`src/rtl/ctlport_pkg.sv`:
```
package ctlport_pkg;

    localparam int BYTE_W = 8;
    localparam int CNT_W  = $clog2(BYTE_W);

    typedef enum logic [2:0] {
        ST_IDLE,
        ST_ADDR,
        ST_PTR,
        ST_DATA,
        ST_SKIP
    } ctl_state_e;

    typedef struct packed {
        ctl_state_e              st;
        logic [CNT_W-1:0]        cnt;
        logic [BYTE_W-1:0]       sh;
        logic [BYTE_W-1:0]       ptr;
    } ctl_ctx_t;

    // identity sits in bits 7..1, direction bit 0 must be 0 (write)
    function automatic logic addr_byte_ok(input logic [BYTE_W-1:0] b,
                                          input logic [BYTE_W-2:0] dev);
        return (b[BYTE_W-1:1] == dev) && !b[0];
    endfunction

endpackage

```
`src/rtl/ctlport_sync.sv`:
```
module ctlport_sync #(
    parameter int WIDTH  = 3,
    parameter int STAGES = 2
) (
    input  logic             clk,
    input  logic             rst,
    input  logic [WIDTH-1:0] d,
    output logic [WIDTH-1:0] level,
    output logic [WIDTH-1:0] rise,
    output logic [WIDTH-1:0] fall
);

    logic [WIDTH-1:0] pipe [STAGES];
    logic [WIDTH-1:0] last;

    for (genvar s = 0; s < STAGES; s++) begin : g_stage
        if (s == 0) begin : g_first
            always_ff @(posedge clk) begin
                if (rst) pipe[0] <= '0;
                else     pipe[0] <= d;
            end
        end else begin : g_next
            always_ff @(posedge clk) begin
                if (rst) pipe[s] <= '0;
                else     pipe[s] <= pipe[s-1];
            end
        end
    end

    always_ff @(posedge clk) begin
        if (rst) last <= '0;
        else     last <= pipe[STAGES-1];
    end

    assign level = pipe[STAGES-1];
    assign rise  = level & ~last;
    assign fall  = ~level & last;

endmodule

```
`src/rtl/ctlport_mode.sv`:
```
module ctlport_mode (
    input  logic clk,
    input  logic rst,
    input  logic sel_fall,
    output logic spi_mode
);

    always_ff @(posedge clk) begin
        if (rst)           spi_mode <= 1'b0;
        else if (sel_fall) spi_mode <= 1'b1;
    end

    a_r2_mode_sticky: assert property (@(posedge clk) disable iff (rst)
        spi_mode |=> spi_mode);

    a_r2_mode_cause: assert property (@(posedge clk) disable iff (rst)
        $rose(spi_mode) |-> $past(sel_fall));

endmodule

```
`src/rtl/ctlport_deser.sv`:
```
module ctlport_deser
    import ctlport_pkg::*;
#(
    parameter int                NREG     = 16,
    parameter logic [BYTE_W-2:0] DEV_ADDR = 7'b0010000,
    localparam int               IDX_W    = $clog2(NREG)
) (
    input  logic              clk,
    input  logic              rst,
    input  logic              sel_high,
    input  logic              sel_fall,
    input  logic              sck_rise,
    input  logic              sdi,
    output logic              wr_en,
    output logic [IDX_W-1:0]  wr_idx,
    output logic [BYTE_W-1:0] wr_data
);

    ctl_ctx_t          ctx;
    logic [BYTE_W-1:0] sh_next;
    logic              byte_done;
    logic              ptr_in_range;

    always_comb begin
        sh_next      = {ctx.sh[BYTE_W-2:0], sdi};
        byte_done    = sck_rise && (ctx.cnt == CNT_W'(BYTE_W - 1));
        ptr_in_range = ctx.ptr < BYTE_W'(NREG);
    end

    always_ff @(posedge clk) begin
        if (rst) begin
            ctx     <= '{st: ST_IDLE, cnt: '0, sh: '0, ptr: '0};
            wr_en   <= 1'b0;
            wr_idx  <= '0;
            wr_data <= '0;
        end else begin
            wr_en <= 1'b0;
            if (sel_high) begin
                ctx.st  <= ST_IDLE;
                ctx.cnt <= '0;
            end else if (sel_fall) begin
                ctx.st  <= ST_ADDR;
                ctx.cnt <= '0;
            end else if (sck_rise && ctx.st != ST_IDLE) begin
                ctx.sh  <= sh_next;
                ctx.cnt <= ctx.cnt + 1'b1;
                if (byte_done) begin
                    unique case (ctx.st)
                        ST_ADDR: ctx.st <= addr_byte_ok(sh_next, DEV_ADDR)
                                           ? ST_PTR : ST_SKIP;
                        ST_PTR: begin
                            ctx.ptr <= sh_next;
                            ctx.st  <= ST_DATA;
                        end
                        ST_DATA: begin
                            if (ptr_in_range) begin
                                wr_en   <= 1'b1;
                                wr_idx  <= ctx.ptr[IDX_W-1:0];
                                wr_data <= sh_next;
                            end
                            ctx.ptr <= ctx.ptr + 1'b1;
                        end
                        default: ;
                    endcase
                end
            end
        end
    end

    a_r10_strobe_single: assert property (@(posedge clk) disable iff (rst)
        wr_en |=> !wr_en);

    a_r8_strobe_in_range: assert property (@(posedge clk) disable iff (rst)
        wr_en |-> ($past(ctx.ptr) < BYTE_W'(NREG)));

    a_r4_skip_silent: assert property (@(posedge clk) disable iff (rst)
        (ctx.st == ST_SKIP) |=> !wr_en);

    a_r9_idle_silent: assert property (@(posedge clk) disable iff (rst)
        (ctx.st == ST_IDLE) |=> !wr_en);

endmodule

```
`src/rtl/ctlport_regfile.sv`:
```
module ctlport_regfile #(
    parameter int  NREG  = 16,
    parameter int  DW    = 8,
    localparam int IDX_W = $clog2(NREG)
) (
    input  logic               clk,
    input  logic               rst,
    input  logic               wr_en,
    input  logic [IDX_W-1:0]   wr_idx,
    input  logic [DW-1:0]      wr_data,
    output logic [NREG*DW-1:0] flat
);

    logic [DW-1:0] regs [NREG];

    for (genvar i = 0; i < NREG; i++) begin : g_reg
        always_ff @(posedge clk) begin
            if (rst)                                   regs[i] <= '0;
            else if (wr_en && wr_idx == IDX_W'(i))     regs[i] <= wr_data;
        end
        assign flat[i*DW +: DW] = regs[i];
    end

    a_r10_hold_without_strobe: assert property (@(posedge clk) disable iff (rst)
        !wr_en |=> $stable(flat));

endmodule

```
`src/rtl/ctlport_writer.sv`:
```
module ctlport_writer
    import ctlport_pkg::*;
#(
    parameter int                NREG        = 16,
    parameter int                SYNC_STAGES = 2,
    parameter logic [BYTE_W-2:0] DEV_ADDR    = 7'b0010000,
    localparam int               IDX_W       = $clog2(NREG)
) (
    input  logic                   clk,
    input  logic                   rst,
    input  logic                   sel_n_pin,
    input  logic                   sck_pin,
    input  logic                   sdi_pin,
    output logic                   spi_mode,
    output logic                   wr_strobe,
    output logic [IDX_W-1:0]       wr_index,
    output logic [NREG*BYTE_W-1:0] cfg_regs
);

    localparam int PIN_SEL = 0;
    localparam int PIN_SCK = 1;
    localparam int PIN_SDI = 2;

    logic [2:0]        lvl, rise, fall;
    logic [BYTE_W-1:0] wr_data;

    ctlport_sync #(.WIDTH(3), .STAGES(SYNC_STAGES)) u_sync (
        .clk   (clk),
        .rst   (rst),
        .d     ({sdi_pin, sck_pin, sel_n_pin}),
        .level (lvl),
        .rise  (rise),
        .fall  (fall)
    );

    ctlport_mode u_mode (
        .clk      (clk),
        .rst      (rst),
        .sel_fall (fall[PIN_SEL]),
        .spi_mode (spi_mode)
    );

    ctlport_deser #(.NREG(NREG), .DEV_ADDR(DEV_ADDR)) u_deser (
        .clk      (clk),
        .rst      (rst),
        .sel_high (lvl[PIN_SEL]),
        .sel_fall (fall[PIN_SEL]),
        .sck_rise (rise[PIN_SCK]),
        .sdi      (lvl[PIN_SDI]),
        .wr_en    (wr_strobe),
        .wr_idx   (wr_index),
        .wr_data  (wr_data)
    );

    ctlport_regfile #(.NREG(NREG), .DW(BYTE_W)) u_regs (
        .clk     (clk),
        .rst     (rst),
        .wr_en   (wr_strobe),
        .wr_idx  (wr_index),
        .wr_data (wr_data),
        .flat    (cfg_regs)
    );

    logic unused_edges;
    assign unused_edges = ^{rise[PIN_SEL], rise[PIN_SDI], fall[PIN_SCK],
                            fall[PIN_SDI], lvl[PIN_SCK]};

endmodule

```
`config.mk`:
```
export PLATFORM = sky130hd
export DESIGN_NAME = ctlport_writer
export DESIGN_NICKNAME = d
export VERILOG_FILES = /design/src/rtl/ctlport_pkg.sv /design/src/rtl/ctlport_sync.sv /design/src/rtl/ctlport_mode.sv /design/src/rtl/ctlport_deser.sv /design/src/rtl/ctlport_regfile.sv /design/src/rtl/ctlport_writer.sv
export SDC_FILE = /design/constraint.sdc
export NUM_CORES = 1
export LEC_CHECK = 0
export BUFFER_PORTS_ARGS = -buffer_cell sky130_fd_sc_hd__buf_2
export CAP_MARGIN = 5
export CORE_MARGIN = 2
export CORE_UTILIZATION = 54
export CTS_CLUSTER_SIZE = 28
export DETAILED_ROUTE_END_ITERATION = 12
export GPL_ROUTABILITY_DRIVEN = 0
export GPL_TIMING_DRIVEN = 0
export HOLD_SLACK_MARGIN = 0.15
export PLACE_DENSITY = 0.8
export SYNTH_ARGS = -nofsm -noshare
export SYNTH_HDL_FRONTEND = slang
export SYNTH_SLANG_ARGS = --single-unit
```
`constraint.sdc`:
```
create_clock -name clk -period 2.3 [get_ports clk]
set_clock_uncertainty 0.1 [all_clocks]
set_input_delay 0.115 -clock clk [delete_from_list [all_inputs] [get_ports clk]]
set_output_delay 0.115 -clock clk [all_outputs]
set_load 0.05 [all_outputs]
```
==> metrics.md <==
| Metric | Value |
|---|---|
| Worst VDD drop | `338.1 µV` |
| CORE AREA | `12470 µm²` |
| Hold path start | `u_sync.pipe[0][2]` |
| Final hold violation count | `0` |
| Clock latency on the worst-skew pair | `0.42 ns` |
| Area contributors post-synth | `edfxtp_1 (56%), dfxtp_1 (13%), and2_1 (12%), nor2_1 (1.7%), mux2i_1 (1.5%)` |
| Crit share post-route | `98.41%` |
| Diode count | `0` |
| TritonCTS clock tree | `done` |
| Detailed Route Iter0 Violations | `399` |
| Synth Warn # | `0` |
| Setup tns final | `0 ns` |
| Fin area | `8426 µm²` |
| Slew Viols, Final | `0` |
| All-Layer GR Usage | `22.72%` |
| Crit path max-delay family | `compound AO/OA/AOI/OAI gates` |
| Tot Pwr | `7037 µW` |
| Clock Pin Slew Worst Setup and Hold Paths | `0.06 ns` |
| Post-synth cell types | `54` |
| Nets@finish | `679` |
| Crit path kind | `flop to flop` |
| RSZ-0062 raised after global routing | `yes` |
| Setup WS post-layout | `0.03648 ns` |
| Die W | `116.3 µm` |
| GRT overflow | `0` |
| Hold Path Sink | `u_sync.pipe[1][2]` |
| Detailed placement HPWL | `10640 µm` |
| Gate Count Post-Synth | `507` |
| Buffers plus inverters on the worst setup path | `0` |
| Via density | `5.352` |
| Slowest cell delay on critical path | `1.01 ns` |
| Reg-to-reg endpoint | `u_regs.regs[1][33]` |
| Ys async rst share | `0%` |
| Pin count of the biggest net entering global routing | `17` |
| # fillers | `876` |
| Outcome | `complete, no violations` |
| Synth top area share | `56.45%` |
| Area after DPL | `7720 µm²` |
| Post-synth EDFFs | `128` |
| Pre-CTS setup slack | `-0.2330 ns` |
| Routed vias | `4581` |
| I/O pin cnt | `139` |
| CTS Buffer Depth | `2` |
| Hold Crit Class | `flop to flop` |
| Reg-to-Reg Start | `u_deser.wr_idx[3]` |
| WL/cell | `17.58 µm` |
| Setup violations, final | `0` |
| Row Count | `41` |
| #FFs+latches synth | `171` |
| H-tree Lvls | `4` |
| Initial core utilization | `54.62%` |
| Worst slew pin tran | `1.176 ns` |
| Synthesized area | `6809 µm²` |
| Initial antenna violation count | `0` |
| Max Cap Viol | `0` |
| Total die area | `13520 µm²` |
| Syn nets | `515` |
| Normalized max-slew margin | `20.90%` |
| Total wire length | `15050 µm` |
| Syn Area/Cell | `13.43 µm²` |
| Worst Hold Path Cells | `1` |
| Synth Flop Type | `edfxtp_1` |
| WHS | `0.3356 ns` |
| DR DRC count | `0` |
| Post-route antenna net violation count | `0` |
| Reg2reg path depth | `2` |
| CP max FO | `8` |
| Syn-to-layout area delta | `23.74%` |
| Layout cells sized above 1 | `30.85%` |
| Crit path time final | `2.264 ns` |
| Root Driver | `clkbuf_16` |
| Die H | `116.3 µm` |
| Slowest CP cell | `o31ai_1` |
| PD cells | `835.2 nW/µm²` |
| CP Capture Type | `flop` |
| Post-synth top area cell | `edfxtp_1` |
| Vias in the first global route | `4387` |
| CTS sink cnt | `171` |
| Worst Path Arrival | `2.19 ns` |
| First-pass GRT wire length | `22700 µm` |
| Pleak | `0.003237 µW` |
| 1st-pass router iterations | `5` |
| Critical path, cell by cell | `nand3_1, o31ai_1` |
| CP Launch Type | `flop` |
| Worst R2R Setup Slack | `0.04 ns` |
| Peak Freq | `0.4418 GHz` |
| Sequential element share of the synthesized area | `69.09%` |
| TritonCTS buffer count | `17` |
| CP Data Required Time | `2.23 ns` |
| IO Port Bufs | `138` |
synth_stat cells, types with 5 or more instances:
library cell	number
a21oi_1	9
and2_1	129
buf_2	5
clkbuf_1	13
dfxtp_1	43
edfxtp_1	128
mux2i_1	10
nand2_1	21
nand2b_1	5
nand3_1	5
nand4_1	12
nor2_1	31
nor2b_1	7
o21ai_0	17
o21ai_2	10
sequential cells by signal, summed over array words and instances (netlist names):
register and cells:
u_regs.regs 128, u_deser.ctx 21, u_deser.wr_data 8, u_sync.pipe 6
u_deser.wr_idx 4, u_sync.last 2, u_deser.wr_en 1, u_mode.spi_mode 1
cells in the final DEF, fill, tap and decap left out, drive strengths merged, types with 2 or more instances in the layout:
master and count:
nand3b 4, a21oi 9, o31ai 4, inv 4, and3 4, mux2i 10
nor2b 7, nand2 21, and2 130, dfxtp 43, o21ai 27, ha 3
buf 149, nand3 6, o211ai 2, o32ai 2, nor4 3, nor2 35
clkinv 3, nor3 4, o31a 2, edfxtp 128, dlygate4sd3 7, nand4 12
bufinv 2, clkbuf 39, nand2b 5, or3 3
worst register-to-register path, cell delays in order (launching register included):
cell     delay [ns]
dfxtp_1        0.47
nand3_1        0.29
o31ai_1        1.02
cells by family after synthesis:
family	share of synthesized area, %
and+or+nand+nor	21.39
DFF	69.09
AOI/OAI and AO/OA	5.182
buffers and inverters	2.187
muxes	1.470
adders and majority gates	0.5513
xor gates and xnor gates	0.1287
routing by layer:
| metal | up-vias | global-route usage (%) | wire [µm] |
|---|---|---|---|
| met5 | - | 0 | 0 |
| met4 | 0 | 9.286 | 327 |
| met3 | 29 | 5.605 | 1042 |
| met2 | 196 | 38.64 | 7634 |
| met1 | 2228 | 27.92 | 6042 |
| li1 | 2128 | - | - |
where the power goes:
part / switching (µW) / internal, µW / total (µW)
Clock: 1090 / 1820 / 2920
Sequential: 40.2 / 3430 / 3470
Combinational: 544 / 105 / 649
timing repair:
action	CTS	global route
endpoints found under the hold margin	18	0
setup buffers	0	0
hold buffers	7	0
resized for setup	5	6
setup endpoints to repair	40	72
layout make-up:
cell class	instances	area (µm²)	share of cell area [%]
buffer	24	133.9	1.589
clock buffer	26	535.5	6.356
clock inverter	6	82.58	0.9801
inverter	4	15.01	0.1782
multi-input combinational	308	1978	23.48
sequential	171	4705	55.84
tap	172	215.2	2.554
timing repair buffer	145	760.7	9.029
stage by stage:
stage	cells	util, %
4_1_cts	856	67.45
3_5_place_dp	817	61.93
6_report	856	67.59
5_1_grt	856	67.59
2_1_floorplan	507	-
3_3_place_gp	817	61.93
worst max-delay path by stage:
stage | from | end | slack, ns | cells past startpoint
after detailed placement | u_deser.wr_en | u_regs.regs[0][22] | -0.23 | 3
after global placement | u_deser.wr_en | u_regs.regs[0][10] | -0.13 | 3
after floorplan | u_deser.wr_en | u_regs.regs[0][10] | -0.09 | 3
after global routing | u_deser.wr_en | u_regs.regs[0][0] | -0.06 | 3
after CTS | u_deser.wr_idx[2] | u_regs.regs[0][36] | 0.008 | 2
final | u_deser.wr_idx[3] | u_regs.regs[1][33] | 0.04 | 2
Note: power is estimated with default switching activity, not from simulation.
